[src/rtl/tx_bid_pad_pkg.sv]
package tx_bid_pad_pkg;

    typedef enum logic [2:0] {
        ST_IDLE,
        ST_CMD,
        ST_LEN,
        ST_WAIT,
        ST_READY,
        ST_SEND
    } bid_state_e;

    typedef enum logic [1:0] {
        TH_EARLY = 2'd0,
        TH_MID   = 2'd1,
        TH_LATE  = 2'd2,
        TH_FULL  = 2'd3
    } thresh_e;

    typedef struct packed {
        thresh_e thresh;
        logic    pad_off;
        logic    crc_off;
        logic    rdy_ie;
    } tx_cmd_t;

    localparam int unsigned START_EARLY = 5;
    localparam int unsigned START_MID   = 381;
    localparam int unsigned START_LATE  = 1021;
    localparam int unsigned MIN_LEN     = 3;
    localparam int unsigned PAD_TARGET  = 60;

    // Effective start point: threshold capped at the frame length
    function automatic int unsigned start_point(thresh_e t, int unsigned len);
        int unsigned lim;
        case (t)
            TH_EARLY: lim = START_EARLY;
            TH_MID:   lim = START_MID;
            TH_LATE:  lim = START_LATE;
            default:  lim = len;
        endcase
        return (lim < len) ? lim : len;
    endfunction

endpackage

[src/rtl/tx_bid_ctrl.sv]
module tx_bid_ctrl
    import tx_bid_pad_pkg::*;
#(
    parameter int LEN_W     = 11,
    parameter int BUF_BYTES = 1536
) (
    input  logic             clk,
    input  logic             rst,
    input  logic             cmd_wr,
    input  tx_cmd_t          cmd_in,
    input  logic             len_wr,
    input  logic [LEN_W-1:0] len_val,
    input  logic             stat_rd,
    input  logic [LEN_W-1:0] buf_free,
    input  logic             start_hit,
    input  logic             frame_end,
    input  logic             starve_hit,
    output bid_state_e       state,
    output tx_cmd_t          cmd_q,
    output logic [LEN_W-1:0] len_q,
    output logic             cmd_acc,
    output logic             bid_err,
    output logic             underrun,
    output logic             rdy_irq
);

    localparam logic [LEN_W-1:0] LEN_MIN = LEN_W'(MIN_LEN);
    localparam logic [LEN_W-1:0] LEN_MAX = LEN_W'(BUF_BYTES);

    logic len_bad;
    logic space_ok;

    assign cmd_acc  = cmd_wr && (state != ST_SEND);
    assign len_bad  = (len_q < LEN_MIN) || (len_q > LEN_MAX);
    assign space_ok = (buf_free >= len_q);

    always_ff @(posedge clk) begin
        if (rst) begin
            state    <= ST_IDLE;
            cmd_q    <= '0;
            len_q    <= '0;
            bid_err  <= 1'b0;
            underrun <= 1'b0;
            rdy_irq  <= 1'b0;
        end else begin
            rdy_irq <= 1'b0;
            if (cmd_acc) begin
                state    <= ST_CMD;
                cmd_q    <= cmd_in;
                bid_err  <= 1'b0;
                underrun <= 1'b0;
            end else begin
                case (state)
                    ST_CMD: begin
                        if (len_wr) begin
                            len_q <= len_val;
                            state <= ST_LEN;
                        end
                    end
                    ST_LEN: begin
                        if (stat_rd) begin
                            if (len_bad) begin
                                bid_err <= 1'b1;
                                state   <= ST_IDLE;
                            end else if (space_ok) begin
                                state <= ST_READY;
                            end else begin
                                state <= ST_WAIT;
                            end
                        end
                    end
                    ST_WAIT: begin
                        if (space_ok) begin
                            state   <= ST_READY;
                            rdy_irq <= cmd_q.rdy_ie;
                        end
                    end
                    ST_READY: begin
                        if (start_hit) state <= ST_SEND;
                    end
                    ST_SEND: begin
                        if (starve_hit) begin
                            underrun <= 1'b1;
                            state    <= ST_IDLE;
                        end else if (frame_end) begin
                            state <= ST_IDLE;
                        end
                    end
                    default: state <= state;
                endcase
            end
        end
    end

endmodule

[src/rtl/tx_frame_seq.sv]
module tx_frame_seq
    import tx_bid_pad_pkg::*;
#(
    parameter int LEN_W = 11
) (
    input  logic             clk,
    input  logic             rst,
    input  bid_state_e       state,
    input  thresh_e          thresh,
    input  logic             pad_off,
    input  logic [LEN_W-1:0] len_q,
    input  logic             clear,
    input  logic             host_wr,
    input  logic             mac_take,
    input  logic [7:0]       buf_data,
    output logic             start_hit,
    output logic             mac_start,
    output logic             frame_end,
    output logic             starve_hit,
    output logic             tx_valid,
    output logic             tx_pad,
    output logic             tx_last,
    output logic [LEN_W-1:0] tx_pos,
    output logic [7:0]       tx_data
);

    localparam logic [LEN_W-1:0] PAD_LEN = LEN_W'(PAD_TARGET);
    localparam logic [LEN_W-1:0] ONE     = LEN_W'(1);

    logic [LEN_W-1:0] wr_cnt;
    logic [LEN_W-1:0] tx_cnt;
    logic [LEN_W-1:0] thr;
    logic [LEN_W-1:0] frame_len;
    logic             in_send;
    logic             wr_take;
    logic             starve;

    assign thr       = LEN_W'(start_point(thresh, 32'(len_q)));
    assign frame_len = (!pad_off && (len_q < PAD_LEN)) ? PAD_LEN : len_q;
    assign in_send   = (state == ST_SEND);
    assign wr_take   = host_wr && ((state == ST_READY) || in_send) && (wr_cnt < len_q);
    assign start_hit = (state == ST_READY) && wr_take && ((wr_cnt + ONE) == thr);

    // A frame byte is available from the cycle after its host write
    assign starve     = (tx_cnt < len_q) && (tx_cnt >= wr_cnt);
    assign tx_valid   = in_send && mac_take && !starve;
    assign starve_hit = in_send && mac_take && starve;
    assign tx_pad     = (tx_cnt >= len_q);
    assign tx_last    = (tx_cnt == (frame_len - ONE));
    assign tx_pos     = tx_cnt;
    assign tx_data    = tx_pad ? 8'h00 : buf_data;
    assign frame_end  = tx_valid && tx_last;

    always_ff @(posedge clk) begin
        if (rst) begin
            wr_cnt    <= '0;
            tx_cnt    <= '0;
            mac_start <= 1'b0;
        end else begin
            mac_start <= start_hit;
            if (clear) begin
                wr_cnt <= '0;
                tx_cnt <= '0;
            end else begin
                if (wr_take)  wr_cnt <= wr_cnt + ONE;
                if (tx_valid) tx_cnt <= tx_cnt + ONE;
            end
        end
    end

endmodule

[src/rtl/tx_bid_pad.sv]
module tx_bid_pad
    import tx_bid_pad_pkg::*;
#(
    parameter int LEN_W     = 11,
    parameter int BUF_BYTES = 1536
) (
    input  logic             clk,
    input  logic             rst,
    input  logic             cmd_wr,
    input  logic [1:0]       cmd_thresh,
    input  logic             cmd_pad_off,
    input  logic             cmd_crc_off,
    input  logic             cmd_rdy_ie,
    input  logic             len_wr,
    input  logic [LEN_W-1:0] len_val,
    input  logic             stat_rd,
    input  logic [LEN_W-1:0] buf_free,
    input  logic             host_wr,
    input  logic             mac_take,
    input  logic [7:0]       buf_data,
    output logic             rdy_now,
    output logic             bid_err,
    output logic             rdy_irq,
    output logic             mac_start,
    output logic             crc_append,
    output logic             tx_valid,
    output logic             tx_pad,
    output logic             tx_last,
    output logic [LEN_W-1:0] tx_pos,
    output logic [7:0]       tx_data,
    output logic             tx_underrun
);

    tx_cmd_t          cmd_in;
    tx_cmd_t          cmd_q;
    bid_state_e       state;
    logic [LEN_W-1:0] len_q;
    logic             cmd_acc;
    logic             start_hit;
    logic             frame_end;
    logic             starve_hit;

    assign cmd_in = '{thresh: thresh_e'(cmd_thresh), pad_off: cmd_pad_off,
                      crc_off: cmd_crc_off, rdy_ie: cmd_rdy_ie};

    tx_bid_ctrl #(.LEN_W(LEN_W), .BUF_BYTES(BUF_BYTES)) u_ctrl (
        .clk(clk), .rst(rst), .cmd_wr(cmd_wr), .cmd_in(cmd_in),
        .len_wr(len_wr), .len_val(len_val), .stat_rd(stat_rd),
        .buf_free(buf_free), .start_hit(start_hit), .frame_end(frame_end),
        .starve_hit(starve_hit), .state(state), .cmd_q(cmd_q), .len_q(len_q),
        .cmd_acc(cmd_acc), .bid_err(bid_err), .underrun(tx_underrun),
        .rdy_irq(rdy_irq)
    );

    tx_frame_seq #(.LEN_W(LEN_W)) u_seq (
        .clk(clk), .rst(rst), .state(state), .thresh(cmd_q.thresh),
        .pad_off(cmd_q.pad_off), .len_q(len_q), .clear(cmd_acc),
        .host_wr(host_wr), .mac_take(mac_take), .buf_data(buf_data),
        .start_hit(start_hit), .mac_start(mac_start), .frame_end(frame_end),
        .starve_hit(starve_hit), .tx_valid(tx_valid), .tx_pad(tx_pad),
        .tx_last(tx_last), .tx_pos(tx_pos), .tx_data(tx_data)
    );

    assign rdy_now    = (state == ST_READY) || (state == ST_SEND);
    assign crc_append = (state == ST_SEND) && !cmd_q.crc_off;

endmodule

[config.mk]
export PLATFORM = sky130hd
export DESIGN_NAME = tx_bid_pad
export DESIGN_NICKNAME = d
export VERILOG_FILES = /design/src/rtl/tx_bid_pad_pkg.sv /design/src/rtl/tx_bid_ctrl.sv /design/src/rtl/tx_frame_seq.sv /design/src/rtl/tx_bid_pad.sv
export SDC_FILE = /design/constraint.sdc
export NUM_CORES = 1
export LEC_CHECK = 0
export ABC_AREA = 1
export BUFFER_PORTS_ARGS = -buffer_cell sky130_fd_sc_hd__buf_2
export CAP_MARGIN = 0
export CORE_UTILIZATION = 42
export CTS_CLUSTER_DIAMETER = 150
export DETAILED_ROUTE_END_ITERATION = 7
export GPL_ROUTABILITY_DRIVEN = 0
export PLACE_DENSITY = 0.62
export SETUP_SLACK_MARGIN = 0.05
export SYNTH_ARGS = -nofsm -noshare
export SYNTH_HDL_FRONTEND = slang
export SYNTH_SLANG_ARGS = --single-unit
[constraint.sdc]
create_clock -name clk -period 2.9 [get_ports clk]
set_input_delay 0.435 -clock clk [delete_from_list [all_inputs] [get_ports clk]]
set_output_delay 0.435 -clock clk [all_outputs]
set_load 0.02 [all_outputs]
==> results of run 1 <==
## state kept, by name (all words and copies together), names as in the netlist
signal / cells
u_seq.wr_cnt: 11
u_ctrl.state: 3
u_ctrl.cmd_q: 5
u_seq.mac_start: 1
u_ctrl.bid_err: 1
u_ctrl.underrun: 1
u_ctrl.rdy_irq: 1
u_ctrl.len_q: 11
u_seq.tx_pos: 11
## layer usage
layer	up-vias	track usage, %	wire length [um]
li1	2435	-	-
met1	2200	35.1	6250
met2	203	44.2	6610
met3	56	3.93	1020
met4	0	12.3	577
met5	-	0	0
## final timing paths
path,startpoint,slack [ns],cells past startpoint,to
setup / recovery,u_ctrl.cmd_q[4],-0.14,24,u_ctrl.state[0]
hold reg to reg,u_ctrl.cmd_q[0],0.45,2,u_ctrl.rdy_irq
setup reg to reg,u_ctrl.cmd_q[4],-0.14,24,u_ctrl.state[0]
hold / removal,rst,0.31,2,u_seq.mac_start
## through the flow
step           util, %  instances  setup slack, ns
2_1_floorplan        -        646           0.0525
3_3_place_gp      50.1        870           0.0465
3_5_place_dp      50.1        870           -0.125
4_1_cts           54.2        892          -0.0502
5_1_grt           58.8        912           -0.325
6_report          58.8        912           -0.142
## power breakdown
part / total [W] / switching (W) / leakage [nW] / internal, W
sequential: 0.000666 / 0.0000288 / 0.373 / 0.000637
clock: 0.000611 / 0.000263 / 0.0687 / 0.000348
combinational: 0.00109 / 0.000652 / 2.38 / 0.000433
## layout make-up
type	instances	area share [%]
multi-input cells	510	57.8
flip-flops and latches	45	16.3
repair buffers	128	14.5
inverters	88	6.06
well taps	133	2.91
clock buffers	5	1.20
clock inverters	3	1.20
## worst max-delay path, cell delays in order (launching register included)
cell     delay [ns]
dfxtp_4        0.39
ha_4           0.18
inv_6          0.06
buf_6          0.12
o21ai_2        0.14
inv_1          0.09
ha_1           0.29
nand2_2        0.12
inv_2          0.06
nand2_2        0.07
nand2_4        0.07
nand2_4        0.10
nand3_4        0.12
nand2_2        0.11
nand2_2        0.05
nand2_1        0.05
nand2_1        0.07
nor2_1         0.11
nand2_1        0.07
nor2_2         0.11
nand2_2        0.10
a21oi_4        0.21
nand4_1        0.13
nand3_1        0.08
nand2_1        0.05
## repair_timing
item,CTS,global route
setup buffers,10,21
hold endpoints to repair,0,0
hold buffers,0,0
setup endpoints to repair,14,17
cloned,4,1
gates resized for setup,45,72
pin swaps,21,46
## cells by family after synthesis
| kind of cell | Yosys count | synth area share [%] |
|---|---|---|
| adder cells (fa/ha/maj) | 55 | 16.5 |
| XOR/XNOR | 13 | 2.72 |
| AO/OA/AOI/OAI | 126 | 16.5 |
| AND/OR/NAND/NOR | 311 | 33.9 |
| buffers and inverters | 96 | 8.86 |
| flip-flops | 45 | 21.6 |
## cell usage in the layout, fill, tap and decap left out, types with 6 or more instances in the layout
master,Yosys,layout
nor2_4,2,9
nand2_1,146,132
nand2_2,6,14
nand4_1,22,22
inv_1,79,66
dfxtp_4,0,7
o21ai_0,49,43
a21oi_1,61,57
nand2_4,0,7
nor3_1,8,7
dfxtp_1,45,32
buf_4,0,53
nand3_1,36,34
xor2_1,10,10
nor2_1,69,61
ha_4,0,11
ha_1,55,44
buf_6,1,7
nor2_2,5,7
inv_2,8,17
buf_2,2,67
dfxtp_2,0,6
==> flow_metrics.env, run 1 <==
export IMPL_yosysWarnings=0
export IMPL_violations="negative setup slack"
export IMPL_place_area_um2=4880
export IMPL_antenna_found_initial=0
export IMPL_routed_wl_mm=14.5
export IMPL_hpwl_mm=10.4
export IMPL_critical_path_class="reg2reg"
export IMPL_layout_setup_ws_ns=-0.142
export IMPL_final_layout_size_suffix_gt1_share_pct=31.3
export IMPL_seq_area_frac_synth_pct=21.6
export IMPL_cts_root_buf="clkbuf_8"
export IMPL_io_buffers=69
export IMPL_synth_flop_cell="dfxtp_1"
export IMPL_drv_slew=0
export IMPL_grtUsageTotal_pct=27.0
export IMPL_critPathCaptureType="register"
export IMPL_drtAntennaViolNets=0
export IMPL_routed_via_count=4894
export IMPL_cp_data_required_time_ns=3.12
export IMPL_cts_sinks=45
export IMPL_h_tree_depth=2
export IMPL_worstPathMaxFanout=7
export IMPL_fin_crit_ns=3.04
export IMPL_core_um2=9730
export IMPL_drc=0
export IMPL_clk_pin_slew_ns=0.10
export IMPL_leakagePower_nw=2.82
export IMPL_synth_avg_cell_area_um2=6.47
export IMPL_fmax_mhz=329
export IMPL_row_count=36
export IMPL_peakVddDrop_uv=279
export IMPL_synth_edf_count=0
export IMPL_syn_nets=743
export IMPL_synth_cells=646
export IMPL_yosys_cell_types_count=39
export IMPL_holdCritPathClass="in2reg"
export IMPL_p_total_w=0.00236
export IMPL_syn_to_final_growth_pct=36.9
export IMPL_drt_first_pass_iters=5
export IMPL_worst_pin_slew_ns=0.721
export IMPL_synthArstFlopShare_pct=0
export IMPL_fp_dieH_um=102
export IMPL_fin_skew_ns=0.00377
export IMPL_nets=875
export IMPL_synth_common_cells="nand2_1 (146), inv_1 (79), nor2_1 (69)"
export IMPL_grt_overflow=0
export IMPL_synth_most_common_cell="nand2_1"
export IMPL_setup_violations_final=5
export IMPL_clk_latency_ns=0.31
export IMPL_start_kind="register"
export IMPL_fin_crit_sh_pct=105
export IMPL_synth_top_cell_area_share_pct=21.6
export IMPL_tns_ns=-0.532
export IMPL_yosysTopAreaCell="dfxtp_1"
export IMPL_rsz0062_at_grt="true"
export IMPL_drv_cap=0
export IMPL_grt_max_degree=23
export IMPL_multi_input_area_um2=3310
export IMPL_clock_path_buffers=2
export IMPL_grt_pass1_vias=4367
export IMPL_power_density_nw_per_um2=413
export IMPL_numCtsBuffers=5
export IMPL_stdcell_area_um2=5720
export IMPL_cts_tree="yes"
export IMPL_hold_viol=0
export IMPL_relSlewSlack_pct=51.8
export IMPL_num_fill_cells=933
export IMPL_synth_seq_cells=45
export IMPL_syn_area_um2=4180
export IMPL_start_util_pct=43.0
export IMPL_cp_data_arrival_time_ns=3.26
export IMPL_die_w_um=102
export IMPL_viasPerCell=5.37
export IMPL_die_area_um2=10400
export IMPL_n_antenna_cell=0
export IMPL_ios=70
export IMPL_seq_area_um2=935
export IMPL_hold_ws_ns=0.308
export IMPL_status="finished with violations"
export IMPL_wl_per_cell_um=15.9
export IMPL_grt_pass1_wl_mm=21.4
export IMPL_drt_iter0_drc=413
export IMPL_synth_area_leaders="dfxtp_1 (22%), ha_1 (16%), nand2_1 (13%), a21oi_1 (7.3%), inv_1 (7.1%)"
Power figures use the tool's default switching activity.
==> inputs of run 2 (changes only) <==
- PLACE_DENSITY: 0.62 -> 0.7
==> run 2 against run 1 <==
The run now ends clean. First-iteration DRC count rose by 1.2%. Worst setup slack improved by 0.16 ns. Die area is the same. Register-to-register slack gained 0.16 ns. Clock skew grew 0.0068 ns. Maximum frequency rose by 5.4%. Non-clock buffer count fell by 18. Cell area shrank 4.6%. Largest power group unchanged.
==> flow_metrics.env, run 2 (same netlist as run 1, synthesis figures left out) <==
export IMPL_status="finished, final reports clean"
export IMPL_leakagePower_nw=2.69
export IMPL_layout_common_cells="nand2_1 (135), inv_1 (69), nor2_1 (60)"
export IMPL_cts_tree="yes"
export IMPL_drtAntennaViolNets=0
export IMPL_rrSetupSlack_ns=0.01
export IMPL_hold_viol=0
export IMPL_drt_iter0_drc=418
export IMPL_grt_pass1_wl_mm=21.2
export IMPL_power_frac_clock_pct=18.6
export IMPL_hpwl_mm=10.2
export IMPL_fin_skew_ns=0.0106
export IMPL_fin_crit_ns=2.89
export IMPL_worstPathMaxFanout=5
export IMPL_viasPerCell=5.39
export IMPL_antenna_found_initial=0
export IMPL_layout_setup_ws_ns=0.0144
export IMPL_internal_power_w=0.00121
export IMPL_net_switching_power_w=0.000856
export IMPL_pre_cts_slack_ns=-0.103
export IMPL_critical_path_class="reg2reg"
export IMPL_grt_pass1_vias=4512
export IMPL_cp_data_required_time_ns=3.10
export IMPL_grt_max_degree=23
export IMPL_startpoint="u_ctrl.cmd_q[3]"
export IMPL_holdCritPathClass="in2reg"
export IMPL_drc=0
export IMPL_clk_pin_slew_ns=0.09
export IMPL_final_layout_size_suffix_gt1_share_pct=28.3
export IMPL_r2r_end="u_ctrl.state[0]"
export IMPL_io_buffers=69
export IMPL_relSlewSlack_pct=53.5
export IMPL_hold_ws_ns=0.349
export IMPL_routed_via_count=4814
export IMPL_h_tree_depth=2
export IMPL_drt_first_pass_iters=6
export IMPL_grtUsageTotal_pct=26.2
export IMPL_numCtsBuffers=5
export IMPL_place_inst=863
export IMPL_wl_per_cell_um=15.0
export IMPL_routed_wl_mm=13.4
export IMPL_power_density_nw_per_um2=378
export IMPL_critPathCaptureType="register"
export IMPL_final_common_cell="nand2_1"
export IMPL_drv_slew=0
export IMPL_swShare_pct=41.5
export IMPL_fp_dieH_um=102
export IMPL_clk_latency_ns=0.30
export IMPL_cp_data_arrival_time_ns=3.09
export IMPL_grt_overflow=0
export IMPL_fin_crit_sh_pct=99.5
export IMPL_die_area_um2=10400
export IMPL_cts_root_buf="clkbuf_8"
export IMPL_regToRegStartpoint="u_ctrl.cmd_q[3]"
export IMPL_row_count=36
export IMPL_rr_worst_depth=21
export IMPL_start_util_pct=43.0
export IMPL_fmax_mhz=347
export IMPL_syn_to_final_growth_pct=30.6
export IMPL_drv_cap=0
export IMPL_n_antenna_cell=0
export IMPL_rsz0062_at_grt="true"
export IMPL_stdcell_count=893
export IMPL_combPwrFrac_pct=49.3
export IMPL_worst_pin_slew_ns=0.696
export IMPL_crit_path_end="u_ctrl.state[0]"
export IMPL_setup_violations_final=0
export IMPL_nets=856
export IMPL_clock_path_buffers=2
export IMPL_ios=70
export IMPL_peakVddDrop_uv=203
export IMPL_cts_sinks=45
export IMPL_seq_power_share_pct=32.1
export IMPL_core_um2=9730
export IMPL_start_kind="register"
export IMPL_die_w_um=102
==> run 2: cell types whose count changed in the layout (fill, tap and decap cells not counted), sizes merged <==
cell	previous run	this run
buf	128	110
bufinv	2	0
clkbuf	5	6
clkinv	1	3
clkinvlp	3	1
inv	85	86
o41ai	2	1
==> run 2: timing repair <==
item / in CTS / in global routing
endpoints found under the hold margin: 0 / 0
gates cloned: 4 / 0
hold buffers: 0 / 0
setup buffers: 5 / 13
pin swaps: 19 / 32
setup endpoints to repair: 14 / 17
resized for setup: 43 / 63
==> run 2: power by group through the flow <==
stage	clock, W	sequential (W)	combinational (W)
floorplan	0	0.000669	0.000586
global placement	0	0.000675	0.000772
detailed placement	0	0.000675	0.000797
CTS	0.000391	0.000662	0.000897
global route	0.000415	0.000665	0.00112
finish	0.000384	0.000663	0.00102
==> run 2: per-stage QoR <==
step,power (W),utilization [%],cell area [um^2],TNS (ns)
floorplan,0.00126,-,4180,0
global placement,0.00145,49.6,4820,0
detailed placement,0.00147,49.6,4820,-0.301
CTS,0.00195,52.8,5140,-0.0347
global route,0.00220,56.1,5460,-0.868
finish,0.00206,56.1,5460,0
==> run 2: how the worst min path moves through the flow <==
stage / from / end / slack [ns] / cells past startpoint
global placement: u_ctrl.cmd_q[0] / u_ctrl.rdy_irq / 0.44 / 2
CTS: rst / u_seq.mac_start / 0.34 / 2
finish: rst / u_seq.mac_start / 0.35 / 2
global route: rst / u_seq.mac_start / 0.34 / 2
floorplan: u_ctrl.cmd_q[0] / u_ctrl.rdy_irq / 0.42 / 2
detailed placement: u_ctrl.cmd_q[0] / u_ctrl.rdy_irq / 0.44 / 2
==> run 2: cell type report <==
class                   instances  area [um^2]
clock buffers                   6         72.6
clock inverters                 2         10.0
fillers                       930         4270
inverters                      88          342
multi-input cells             509         3260
flip-flops and latches         45          930
well taps                     133          166
repair buffers                110          684
==> run 2: worst max-delay path, cell delays in order (launching register included) <==
cell and delay, ns:
dfxtp_4 0.38, inv_4 0.04, ha_4 0.26, nand2_4 0.07, o21ai_0 0.10, inv_1 0.11, ha_1 0.28, nand2_1 0.09
nor2_4 0.14, nand3_4 0.14, nand4_1 0.16, nand2_1 0.07, nand2_1 0.06, nand2_1 0.06, nor2_2 0.11, nand2_1 0.07
nor2_2 0.11, nand2_2 0.09, a21oi_4 0.20, nand4_1 0.13, nand3_1 0.08, nand2_1 0.05
==> run 2: metal layers <==
metal | vias to the layer above | global-route usage (%) | share of wire (%)
met5 | - | 0 | 0
met4 | 0 | 8.25 | 2.1
met3 | 30 | 3.59 | 7.5
met2 | 211 | 44.9 | 47
met1 | 2173 | 34.0 | 43
li1 | 2400 | - | -
